<file path="config.mk">
export PLATFORM = sky130hd
export DESIGN_NAME = ocmp_channel
export DESIGN_NICKNAME = d
export VERILOG_FILES = /design/src/rtl/ocmp_pkg.sv /design/src/rtl/ocmp_loader.sv /design/src/rtl/ocmp_matcher.sv /design/src/rtl/ocmp_wave_fsm.sv /design/src/rtl/ocmp_channel.sv
export SDC_FILE = /design/constraint.sdc
export NUM_CORES = 1
export LEC_CHECK = 0
export BUFFER_PORTS_ARGS = -buffer_cell sky130_fd_sc_hd__buf_2
export CORE_UTILIZATION = 49
export CTS_CLUSTER_DIAMETER = 100
export CTS_CLUSTER_SIZE = 25
export DETAILED_ROUTE_END_ITERATION = 8
export GPL_TIMING_DRIVEN = 0
export PLACE_DENSITY = 0.71
export SLEW_MARGIN = 20
export SYNTH_ARGS = -nofsm -noshare
export SYNTH_HDL_FRONTEND = slang
export SYNTH_SLANG_ARGS = --single-unit
</file>
<file path="constraint.sdc">
create_clock -name clk -period 1.7 [get_ports clk]
set_input_delay 0.255 -clock clk [delete_from_list [all_inputs] [get_ports clk]]
set_output_delay 0.255 -clock clk [all_outputs]
set_load 0.01 [all_outputs]
</file>
<file path="src/rtl/ocmp_pkg.sv">
package ocmp_pkg;
    typedef enum logic {LD_IDLE, LD_PEND} ld_state_t;
    typedef enum logic {WV_LOW, WV_HIGH} wave_state_t;
    localparam int unsigned NUM_LATCH = 2;
    localparam int unsigned SET_IDX   = 0;
    localparam int unsigned CLR_IDX   = 1;
endpackage

</file>
<file path="src/rtl/ocmp_loader.sv">
module ocmp_loader
    import ocmp_pkg::*;
#(
    parameter int unsigned TW = 8
) (
    input  logic          clk,
    input  logic          rst,
    input  logic          tmr_run,
    input  logic          tmr_wrap,
    input  logic          wr_stb,
    input  logic [TW-1:0] wr_data,
    output logic [TW-1:0] act_val
);
    localparam logic [TW-1:0] RST_VAL = {TW{1'b1}};

    ld_state_t     st_q, st_d;
    logic [TW-1:0] hold_q, hold_d;
    logic [TW-1:0] act_q, ld_val;
    logic          ld_now;
    logic          load_ok;

    assign load_ok = !tmr_run || tmr_wrap;

    always_ff @(posedge clk) begin
        if (rst) st_q <= LD_IDLE;
        else     st_q <= st_d;
    end

    always_comb begin
        st_d   = st_q;
        hold_d = hold_q;
        ld_now = 1'b0;
        ld_val = hold_q;
        unique case (st_q)
            LD_IDLE: begin
                if (wr_stb) begin
                    hold_d = wr_data;
                    if (load_ok) begin
                        ld_now = 1'b1;
                        ld_val = wr_data;
                    end else begin
                        st_d = LD_PEND;
                    end
                end
            end
            LD_PEND: begin
                if (wr_stb) begin
                    hold_d = wr_data;
                    if (load_ok) begin
                        ld_now = 1'b1;
                        ld_val = wr_data;
                        st_d   = LD_IDLE;
                    end
                end else if (load_ok) begin
                    ld_now = 1'b1;
                    ld_val = hold_q;
                    st_d   = LD_IDLE;
                end
            end
        endcase
    end

    always_ff @(posedge clk) begin
        if (rst) begin
            hold_q <= RST_VAL;
            act_q  <= RST_VAL;
        end else begin
            hold_q <= hold_d;
            if (ld_now) act_q <= ld_val;
        end
    end

    assign act_val = act_q;

    // a write while stopped lands in the active latch at the next edge
    a_r1_stopped_load: assert property (@(posedge clk) disable iff (rst)
        (wr_stb && !tmr_run) |=> (act_q == $past(wr_data)));

    // while running and no reload pulse, the active value is frozen
    a_r2_no_midperiod_load: assert property (@(posedge clk) disable iff (rst)
        (tmr_run && !tmr_wrap) |=> $stable(act_q));
endmodule

</file>
<file path="src/rtl/ocmp_matcher.sv">
module ocmp_matcher #(
    parameter int unsigned TW = 8
) (
    input  logic          clk,
    input  logic          rst,
    input  logic          tmr_run,
    input  logic [TW-1:0] tmr_count,
    input  logic [TW-1:0] tmr_reload,
    input  logic [TW-1:0] act_val,
    input  logic          clr,
    output logic          hit,
    output logic          flag
);
    logic in_range;
    logic flag_q;

    assign in_range = (act_val <= tmr_reload);
    assign hit      = tmr_run && in_range && (tmr_count == act_val);

    always_ff @(posedge clk) begin
        if (rst)       flag_q <= 1'b0;
        else if (hit)  flag_q <= 1'b1;
        else if (clr)  flag_q <= 1'b0;
    end

    assign flag = flag_q;

    // a set flag survives until cleared
    a_r8_flag_sticky: assert property (@(posedge clk) disable iff (rst)
        (flag_q && !clr) |=> flag_q);

    // a match wins over a coincident clear
    a_r8_set_wins: assert property (@(posedge clk) disable iff (rst)
        hit |=> flag_q);

    // nothing new is flagged while the timer is stopped
    a_r11_idle_no_set: assert property (@(posedge clk) disable iff (rst)
        (!tmr_run && !flag_q) |=> !flag_q);
endmodule

</file>
<file path="src/rtl/ocmp_wave_fsm.sv">
module ocmp_wave_fsm
    import ocmp_pkg::*;
(
    input  logic clk,
    input  logic rst,
    input  logic trig_en,
    input  logic hit_set,
    input  logic hit_clr,
    output logic wave
);
    wave_state_t st_q, st_d;
    logic        drive_hi, drive_lo;

    assign drive_hi = trig_en && hit_set && !hit_clr;
    assign drive_lo = trig_en && hit_clr && !hit_set;

    always_ff @(posedge clk) begin
        if (rst) st_q <= WV_LOW;
        else     st_q <= st_d;
    end

    always_comb begin
        st_d = st_q;
        unique case (st_q)
            WV_LOW:  if (drive_hi) st_d = WV_HIGH;
            WV_HIGH: if (drive_lo) st_d = WV_LOW;
        endcase
    end

    always_comb begin
        unique case (st_q)
            WV_LOW:  wave = 1'b0;
            WV_HIGH: wave = 1'b1;
        endcase
    end

    // a disabled trigger freezes the pin
    a_r7_trig_off_hold: assert property (@(posedge clk) disable iff (rst)
        !trig_en |=> $stable(wave));

    // coincident set and clear leave the pin alone
    a_r4_both_hold: assert property (@(posedge clk) disable iff (rst)
        (hit_set && hit_clr) |=> $stable(wave));

    // set match alone drives high, clear match alone drives low
    a_r3_set_high: assert property (@(posedge clk) disable iff (rst)
        (trig_en && hit_set && !hit_clr) |=> wave);
    a_r3_clr_low: assert property (@(posedge clk) disable iff (rst)
        (trig_en && hit_clr && !hit_set) |=> !wave);
endmodule

</file>
<file path="src/rtl/ocmp_channel.sv">
module ocmp_channel
    import ocmp_pkg::*;
#(
    parameter int unsigned TW = 8
) (
    input  logic                 clk,
    input  logic                 rst,
    input  logic [TW-1:0]        tmr_count,
    input  logic [TW-1:0]        tmr_reload,
    input  logic                 tmr_run,
    input  logic                 tmr_wrap,
    input  logic                 wr_en,
    input  logic                 wr_sel,
    input  logic [TW-1:0]        wr_data,
    input  logic [NUM_LATCH-1:0] flag_clr,
    input  logic                 trig_en,
    input  logic [NUM_LATCH-1:0] irq_src_en,
    output logic                 wave_out,
    output logic [NUM_LATCH-1:0] match_flag,
    output logic                 irq
);
    logic [TW-1:0]        act [NUM_LATCH];
    logic [NUM_LATCH-1:0] hit;

    for (genvar k = 0; k < NUM_LATCH; k++) begin : g_latch
        logic wr_stb;
        assign wr_stb = wr_en && (wr_sel == 1'(k));

        ocmp_loader #(.TW(TW)) u_load (
            .clk      (clk),
            .rst      (rst),
            .tmr_run  (tmr_run),
            .tmr_wrap (tmr_wrap),
            .wr_stb   (wr_stb),
            .wr_data  (wr_data),
            .act_val  (act[k])
        );

        ocmp_matcher #(.TW(TW)) u_match (
            .clk        (clk),
            .rst        (rst),
            .tmr_run    (tmr_run),
            .tmr_count  (tmr_count),
            .tmr_reload (tmr_reload),
            .act_val    (act[k]),
            .clr        (flag_clr[k]),
            .hit        (hit[k]),
            .flag       (match_flag[k])
        );

        // an out-of-range latch never reports a match
        a_r5_out_of_range_silent: assert property (@(posedge clk) disable iff (rst)
            (act[k] > tmr_reload) |-> !hit[k]);
    end

    ocmp_wave_fsm u_wave (
        .clk     (clk),
        .rst     (rst),
        .trig_en (trig_en),
        .hit_set (hit[SET_IDX]),
        .hit_clr (hit[CLR_IDX]),
        .wave    (wave_out)
    );

    assign irq = |(match_flag & irq_src_en);
endmodule

</file>
==> flow_summary.yaml, run 1 <==
finish:
  n_fill_cell: 333
  area_growth_pct: 22.08
  antenna_cells: 0
  final_cell_area_mm2: 0.002421
  nets: 301
  drive_above_1_share_pct: 26.69
critical_path:
  crit_chain: "ha_4, a21o_1, a211o_1, a22oi_2, a31oi_1, o32ai_2"
  worstPathRequired_ns: 1.91
  crit_slowest_cell: "dfxtp_4"
  path_buf_inv: 0
  cp-end-kind: "flip-flop"
  crit_path_max_incr_delay_ns: 0.37
  arrival_ns: 1.86
  path_class: "flip-flop to flip-flop"
  cp_max_fo: 3
  start_kind: "flip-flop"
  cp_top_family: "compound AO/OA/AOI/OAI gates"
floorplanning:
  coreArea_mm2: 0.003771
  pin_count: 39
  die_h_um: 65.62
  floorplan.initialDensity_pct: 52.59
  dieArea_mm2: 0.004305
  die_x_um: 65.62
  fp-row-count: 22
place:
  numPortBuffers: 37
  place.gp.congestion: 0.7755
  hpwl_um: 3169
  dp_slack_ns: -0.1527
  placed_cell_area_mm2: 0.002228
global_route:
  grtUsageTotal_pct: 20.62
  grt_antenna_before_repair: 0
  grt.overflow.total: 0
  grt_pass1_vias: 1441
  grt_pass1_wl_um: 6589
  grt_max_degree: 13
timing:
  period_minus_slack_ns: 1.647
  drv_slew: 0
  fmax_mhz: 607.1
  fin_skew_ns: 0.003337
  rsz0062_at_grt: "true"
  setup_viol: 0
  hold_viol: 0
  slew_headroom_pct: 63.71
  worst_slew_pin_slew_ns: 0.5443
  post-route-period-util_pct: 96.89
  setup_ws_ns: 0.05289
  whs_ns: 0.2220
synthesis:
  synthCells: 204
  async_flop_share_pct: 0
  seq_area_frac_synth_pct: 37.35
  synth_warnings: 0
  yosysTopAreaCell: "dfxtp_1"
  yosys_register_bits: 37
  synth_most_common_cell: "dfxtp_1"
  synth_area_per_cell_um2: 9.721
  synthesis.area_mm2: 0.001983
  synth_flop_cell: "dfxtp_1"
  synth_commonest_cells: "dfxtp_1 (37), nand2b_1 (19), nor2_1 (18)"
  synth_cell_types: 36
  synth_edf_count: 0
  syn_nets: 255
  yosys-top-cells-area: "dfxtp_1 (37%), ha_1 (10%), mux2i_1 (8.1%), a211o_1 (7.5%), nand2b_1 (6.0%)"
  yosysTopAreaCellShare_pct: 37.35
clock_network:
  cts_made_buffers: 5
  cts.sinks: 37
  ctsHoldBuffers: 0
  cts_root_buf: "clkbuf_8"
  htree_num_levels: 2
  cts_tree: "built"
  clk_pin_slew_worst_paths_ns: 0.08
  clk_path_buf_depth: 2
  clk_latency_ns: 0.29
route:
  drt_iter0_drc: 25
  drt_wl_total_um: 4123
  dr_total_vias: 1551
  dr.pass1.iters: 4
  drt-wirelength-per-cell_um: 13.79
  remaining_drc_errors: 0
  viasPerCell: 5.187
  ant_nets: 0
hold_path:
  hold_path.class: "input pin to flip-flop"
power_and_ir_drop:
  p_per_area_mw_per_mm2: 878.8
  ir_drop_mv: 0.5589
  leakage_nw: 1.083
flow_run:
  cap_violations: 0
run_status:
  status: "complete, no violations"
-- tightest hold or removal path, delay by kind of cell --
| family | cells | cell delay, ns |
|---|---|---|
| buf+inv | 1 | 0.09 |
| mux | 1 | 0.07 |
| simple gates | 1 | 0.07 |
-- area by class of cell --
cell class,instances,area (um2),area share [%]
multi-input combinational,147,1190,49.15
sequential,37,748.2,30.90
timing repair buffer,39,200.2,8.269
clock buffer,6,82.58,3.411
buffer,10,65.06,2.687
tap,48,60.06,2.481
clock inverter,2,37.54,1.550
inverter,10,37.54,1.550
-- layer usage --
metal | routed length (um) | track usage, % | up-vias
li1 | - | - | 811
met1 | 1935 | 25.45 | 695
met2 | 1951 | 35.18 | 38
met3 | 185 | 4.688 | 7
met4 | 51 | 6.522 | 0
met5 | 0 | 0 | -
-- final timing paths --
kind	startpoint	slack [ns]	to	depth (start not counted)
setup / recovery	g_latch[0].u_load.act_val[2]	0.05	u_wave.st_q	6
hold reg to reg	g_latch[0].u_load.hold_q[6]	0.48	g_latch[0].u_load.hold_q[6]	2
setup reg to reg	g_latch[0].u_load.act_val[2]	0.05	u_wave.st_q	6
hold / removal	wr_data[5]	0.22	g_latch[1].u_load.hold_q[5]	3
-- power breakdown --
part           internal [mW]  switching [mW]
clock                  0.477           0.327
combinational          0.189           0.182
sequential             0.915          0.0383
total                   1.58           0.547
-- placed cells by master (no fill, tap or decap), types with 3 or more instances in the layout --
master	netlist	layout
nand4_1	4	4
nor3_1	3	3
o21ai_0	3	3
mux2i_1	16	16
ha_1	16	12
ha_4	0	4
nand2b_1	19	19
a21oi_1	8	8
a211o_1	17	17
dfxtp_1	37	33
clkbuf_1	4	4
inv_1	10	10
xnor2_1	9	9
clkbuf_8	0	6
dfxtp_2	0	3
nand2_1	5	5
buf_4	3	5
nor2b_1	4	4
xor2_1	7	7
buf_2	1	38
nor2_1	18	18
-- state kept, by name, summed over array words and instances (netlist names) --
| name | count |
|---|---|
| g_latch.u_load.act_val | 16 |
| g_latch.u_load.hold_q | 16 |
| g_latch.u_load.st_q | 2 |
| g_latch.u_match.flag | 2 |
| u_wave.st_q | 1 |
-- through the flow --
step / cells / TNS, ns / power [mW] / util [%]
after CTS: 299 / 0 / 2.123 / 63.50
after global placement: 289 / -0.1355 / 1.311 / 59.09
after floorplan: 204 / 0 / 1.207 / -
after detailed placement: 289 / -0.1527 / 1.319 / 59.09
after global routing: 299 / -0.04159 / 2.215 / 64.20
final: 299 / 0 / 2.128 / 64.20
-- logic make-up after synthesis --
group	share of synthesized area, %
flip-flops	37.35
buffers and inverters	5.173
adder cells (fa/ha/maj)	10.09
AND/OR/NAND/NOR	16.28
AO/OA/AOI/OAI	15.96
XOR/XNOR	7.067
multiplexers	8.076
-- repair_timing --
item,CTS,global route
setup endpoints to repair,1,2
pin swaps,4,2
resized for setup,6,4
setup buffers,2,0
cloned,0,0
(Power assumes the default switching activity.)
==> run 2, diff against run 1 <==
Settings changed: ABC_AREA set to 1, CORE_UTILIZATION 49 to 45, PLACE_DENSITY 0.71 to 0.64, SYNTH_HIERARCHICAL set to 1.
==> run 2 against run 1 <==
  * Core utilization is 9.9 points lower
  * Final area is 16% higher
  * Largest power group unchanged
  * Area after synthesis is 23% higher
  * Critical path type unchanged
  * Sequential power is 0.5% higher
  * Fmax is 8.1% higher
==> flow_summary.yaml, run 2 <==
run_status:
  status: "complete, no violations"
clock_network:
  cts_setup_buffers: 0
  cts.sinks: 37
  clk_path_buf_depth: 2
  cts_made_buffers: 5
  clk_pin_slew_worst_paths_ns: 0.07
  cts_root_buf: "clkbuf_8"
  clk_latency_ns: 0.28
  htree_num_levels: 2
  cts_tree: "built"
floorplanning:
  fp-row-count: 26
  coreArea_mm2: 0.005172
  floorplan.initialDensity_pct: 47.34
  die_h_um: 75.77
  die_x_um: 75.77
  dieArea_mm2: 0.005740
  pin_count: 39
finish:
  layout_common_cells: "nand2_1 (108), inv_1 (71), nor2_1 (61), buf_2 (40), dfxtp_1 (36)"
  finalNonFillerCells: 489
  drive_above_1_share_pct: 20.76
  largestRegisters: "g_latch.u_load/act_val (16), g_latch.u_load/hold_q (16)"
  fin_util_pct: 54.28
  final_common_cell: "nand2_1"
  area_growth_pct: 14.67
  nets: 469
  antenna_cells: 0
  n_fill_cell: 545
  final_cell_area_mm2: 0.002808
timing:
  worst_slew_pin_slew_ns: 0.3081
  post-route-period-util_pct: 89.60
  whs_ns: 0.1913
  fmax_mhz: 656.5
  slew_headroom_pct: 79.38
  rsz0062_at_grt: "false"
  setup_viol: 0
  fin_skew_ns: 0.003041
  fin_tns_setup_ns: 0
  period_minus_slack_ns: 1.523
  drv_slew: 0
  setup_ws_ns: 0.1768
  hold_viol: 0
route:
  dr.pass1.iters: 6
  drt-wirelength-per-cell_um: 10.43
  viasPerCell: 4.460
  drt_wl_total_um: 5102
  ant_nets: 0
  dr_total_vias: 2181
  drt_iter0_drc: 81
  remaining_drc_errors: 0
synthesis:
  synthesis.area_mm2: 0.002449
  synth_most_common_cell: "nand2_1"
  syn_nets: 424
  yosys-top-cells-area: "dfxtp_1 (30%), nand2_1 (17%), inv_1 (11%), nor2_1 (9.4%), ha_1 (8.2%)"
  synth_flop_cell: "dfxtp_1"
  async_flop_share_pct: 0
  synth_area_per_cell_um2: 6.565
  synthCells: 373
  seq_area_frac_synth_pct: 30.25
  synth_warnings: 6
  synth_commonest_cells: "nand2_1 (108), inv_1 (71), nor2_1 (61)"
  yosysTopAreaCell: "dfxtp_1"
  yosysTopAreaCellShare_pct: 30.25
  synth_cell_types: 23
  synth_edf_count: 0
  yosys_register_bits: 37
critical_path:
  crit_start: "g_latch[1].u_load/act_val[1]"
  arrival_ns: 1.71
  cp-end-kind: "flip-flop"
  crit_chain: "ha_1, nand2_1, nand2_1, nand2_1, nand2_1, nand2_1, nand2_1, nand2_1, nand2_1, inv_1, nand2_1, a21oi_1, nor2_1"
  path_class: "flip-flop to flip-flop"
  crit_slowest_cell: "dfxtp_1"
  start_kind: "flip-flop"
  cp_max_fo: 4
  regToRegStartpoint: "g_latch[1].u_load/act_val[1]"
  worstPathRequired_ns: 1.88
  crit_path_max_incr_delay_ns: 0.42
  cp_common_cell: "nand2_1"
  cp_top_family: "simple AND/OR/NAND/NOR gates"
  path_buf_inv: 1
power_and_ir_drop:
  power_switching_mw: 0.5743
  seq_power_share_pct: 48.9
  netSwitchingFraction_pct: 29.31
  p_comb_share_pct: 21.5
  finalPower_mw: 1.960
  clkPwrFrac_pct: 29.6
  ir_drop_mv: 0.5168
  p_int_mw: 1.385
  leakage_nw: 1.630
  p_per_area_mw_per_mm2: 697.9
place:
  placed_cell_area_mm2: 0.002726
  dp_slack_ns: 0.1178
  hpwl_um: 4054
  place.gp.congestion: 0.7430
  dp.cells: 481
  numPortBuffers: 38
hold_path:
  hp-start: "rst"
  hold_path.class: "input pin to flip-flop"
global_route:
  grt_pass1_wl_um: 8590
  grt_antenna_before_repair: 0
  grt.overflow.total: 0
  grtUsageTotal_pct: 20.28
  grt_pass1_vias: 1987
  grt_max_degree: 11
flow_run:
  cap_violations: 0
run 2: cell count changes after synthesis, sizes merged, moves of 7 or more:
cell,change
a21oi,+17
mux2i,-16
nor2,+48
xor2,-7
a211o,-17
xnor2,-7
nand2b,-19
o21ai,+14
inv,+65
nand2,+109
run 2: what timing repair did:
item | in CTS | in global routing
resized for setup | 0 | 1
setup endpoints to repair | 0 | 1
hold buffers | 0 | 0
run 2: kinds of logic (layout without fill, tap and decap cells):
family,count (synthesis),count (layout),share of synthesized area (%)
flops,37,37,30.25
buf+inv,81,127,14.87
fa+ha+maj,16,16,8.176
compound gates,45,45,12.16
simple gates,192,192,33.83
xor+xnor,2,2,0.7155
run 2: power groups by stage:
stage	registers [mW]	logic, mW	clock network (mW)
2_1_floorplan	0.965	0.310	0
3_5_place_dp	0.977	0.424	0
5_1_grt	0.965	0.498	0.640
3_3_place_gp	0.977	0.419	0
4_1_cts	0.957	0.427	0.603
6_report	0.958	0.422	0.580
run 2: layout make-up:
type / count / area (um2) / share of cell area, %
Timing Repair Buffer: 38 / 190.2 / 6.774
Clock buffer: 8 / 80.08 / 2.852
Sequential cell: 37 / 742.0 / 26.43
Tap cell: 70 / 87.58 / 3.119
Inverter: 75 / 291.5 / 10.38
Multi-Input combinational cell: 255 / 1344 / 47.86
Buffer: 6 / 72.57 / 2.585
run 2: worst register-to-register path, stage by stage (launching register included):
cell	delay, ns
dfxtp_1	0.42
ha_1	0.28
nand2_1	0.07
nand2_1	0.04
nand2_1	0.05
nand2_1	0.04
nand2_1	0.05
nand2_1	0.04
nand2_1	0.05
nand2_1	0.08
inv_1	0.08
nand2_1	0.05
a21oi_1	0.11
nor2_1	0.06
run 2: layer usage:
layer  track usage [%]  wire length, um  vias up
li1                  -                -     1207
met1             26.17             2570      923
met2             34.22             2266       47
met3             3.836              214        4
met4             6.173               52        0
met5                 0                0        -
run 2: worst paths after layout:
path / endpoint / slack, ns / cells after the start
setup reg to reg: u_wave/st_q / 0.18 / 13
setup / recovery: u_wave/st_q / 0.18 / 13
hold reg to reg: g_latch[0].u_match/flag / 0.49 / 2
hold / removal: g_latch[1].u_match/flag / 0.19 / 2
==> run 3, diff against run 2 <==
Settings changed: CAP_MARGIN set to 25, CORE_ASPECT_RATIO set to 0.75.
==> run 3 against run 2 <==
  * Total power grew 2.8%
  * Register-to-register slack got worse by 0.04 ns
  * Clock skew rose by 0.0018 ns
  * Hold slack better by 0.028 ns
  * Core utilization increased by 1.4 points
  * Fmax fell by 2.8%
  * Combinational power is 3% higher
  * Non-clock buffer count did not move
  * Count of clock-buffer cells in the layout shrank 1
  * First-iteration DRC count grew 33%
  * Worst setup slack worse by 0.045 ns
  * Largest cell class unchanged
  * Largest power group unchanged
==> flow_summary.yaml, run 3 (synthesis gave the netlist of run 2 again) <==
global_route:
  grt_pass1_vias: 1983
  grt.overflow.total: 0
  grtUsageTotal_pct: 21.68
  grt_antenna_before_repair: 0
  grt_pass1_wl_um: 9301
  grt_max_degree: 11
flow_run:
  cap_violations: 0
timing:
  setup_viol: 0
  hold_viol: 0
  fmax_mhz: 637.9
  slew_headroom_pct: 76.81
  worst_slew_pin_slew_ns: 0.3466
  post-route-period-util_pct: 92.22
  fin_tns_setup_ns: 0
  drv_slew: 0
  rsz0062_at_grt: "false"
  period_minus_slack_ns: 1.568
  fin_skew_ns: 0.004857
route:
  remaining_drc_errors: 0
  dr_total_vias: 2191
  drt_wl_total_um: 5672
  drt-wirelength-per-cell_um: 11.58
  ant_nets: 0
  viasPerCell: 4.471
  dr.pass1.iters: 4
  drt_iter0_drc: 108
clock_network:
  htree_num_levels: 2
  ctsHoldBuffers: 0
  clk_latency_ns: 0.28
  clk_pin_slew_worst_paths_ns: 0.07
  cts_tree: "built"
  cts.sinks: 37
  cts_root_buf: "clkbuf_8"
  clk_path_buf_depth: 2
  cts_made_buffers: 5
critical_path:
  crit_slowest_cell: "dfxtp_2"
  cp_common_cell: "nand2_1"
  worstPathRequired_ns: 1.88
  arrival_ns: 1.74
  path_class: "flip-flop to flip-flop"
  start_kind: "flip-flop"
  crit_start: "g_latch[1].u_load/act_val[5]"
  cp-end-kind: "flip-flop"
  cp_max_fo: 4
  crit_path_max_incr_delay_ns: 0.35
  regToRegStartpoint: "g_latch[1].u_load/act_val[5]"
  crit_chain: "ha_1, a21oi_1, nor2_1, nor2_1, nand2_1, nand2_1, nand2_1, inv_1, nand2_1, a21oi_1, nor2_1"
place:
  hpwl_um: 4529
  place.gp.congestion: 0.8078
  numPortBuffers: 38
  placed_cell_area_mm2: 0.002729
power_and_ir_drop:
  leakage_nw: 1.635
  clkPwrFrac_pct: 30.8
  p_int_mw: 1.418
  netSwitchingFraction_pct: 29.63
  ir_drop_mv: 0.4404
  seq_power_share_pct: 47.6
  power_switching_mw: 0.5969
  p_per_area_mw_per_mm2: 714.4
  finalPower_mw: 2.015
  p_comb_share_pct: 21.6
finish:
  area_growth_pct: 15.18
  regArea_um2: 743.2
  drive_above_1_share_pct: 21.53
  fin_util_pct: 55.68
  final_common_cell: "nand2_1"
  largestRegisters: "g_latch.u_load/act_val (16), g_latch.u_load/hold_q (16)"
  final_cell_area_mm2: 0.002820
  antenna_cells: 0
  n_fill_cell: 538
  multi_input_area_mm2: 0.001346
  nets: 469
  layout_common_cells: "nand2_1 (108), inv_1 (71), nor2_1 (60), buf_2 (40), dfxtp_1 (35)"
hold_path:
  hold_path.class: "input pin to flip-flop"
  hp-start: "rst"
floorplanning:
  fp-row-count: 22
  die_x_um: 87.18
  coreArea_mm2: 0.005065
  pin_count: 39
  die_h_um: 65.88
  dieArea_mm2: 0.005743
  floorplan.initialDensity_pct: 48.34
run_status:
  status: "complete, no violations"
run 3: per-layer routing:
layer | vias up | GRT usage (%) | routed length, um
li1 | 1206 | - | -
met1 | 947 | 31.49 | 2984
met2 | 36 | 31.69 | 2340
met3 | 2 | 5.368 | 317
met4 | 0 | 5.533 | 30
met5 | - | 0 | 0
run 3: area by class of cell:
type                    instances  area share, %
multi-input cells             255          47.74
flip-flops and latches         37          26.35
inverters                      75          10.34
repair buffers                 38          6.744
well taps                      72          3.194
clock buffers                   7          3.061
plain buffers                   6          2.573
run 3: final timing paths:
| path | depth (start not counted) | endpoint | slack [ns] |
|---|---|---|---|
| max | 11 | u_wave/st_q | 0.13 |
| min | 2 | g_latch[1].u_match/flag | 0.22 |
| max reg2reg | 11 | u_wave/st_q | 0.13 |
| min reg2reg | 2 | g_latch[1].u_load/act_val[7] | 0.50 |
run 3: worst max-delay path, delay by kind of cell, from the launching register on:
kind	cells	cell delay (ns)
adders and majority gates	1	0.29
buffers and inverters	1	0.08
DFF	1	0.35
and+or+nand+nor	7	0.47
AOI/OAI and AO/OA	2	0.29
run 3: what timing repair did:
item,CTS,global route
gates resized for setup,0,3
setup buffers,0,0
endpoints found under the hold margin,0,0
setup endpoints to repair,0,1
run 3: power by group through the flow:
stage | clock network [mW] | logic (mW) | registers, mW
final | 0.620 | 0.435 | 0.959
after global routing | 0.692 | 0.498 | 0.967
after CTS | 0.640 | 0.435 | 0.958
after detailed placement | 0 | 0.431 | 0.979
after global placement | 0 | 0.422 | 0.976
after floorplan | 0 | 0.310 | 0.965
run 3: metrics by stage:
stage	hold WS, ns	setup WS [ns]	cells
after detailed placement	0.4851	0.04917	483
final	0.2195	0.1323	490
after floorplan	0.3174	0.3025	373
after global routing	0.2034	0.01233	490
after CTS	0.2108	0.07349	490
after global placement	0.4806	0.1046	483
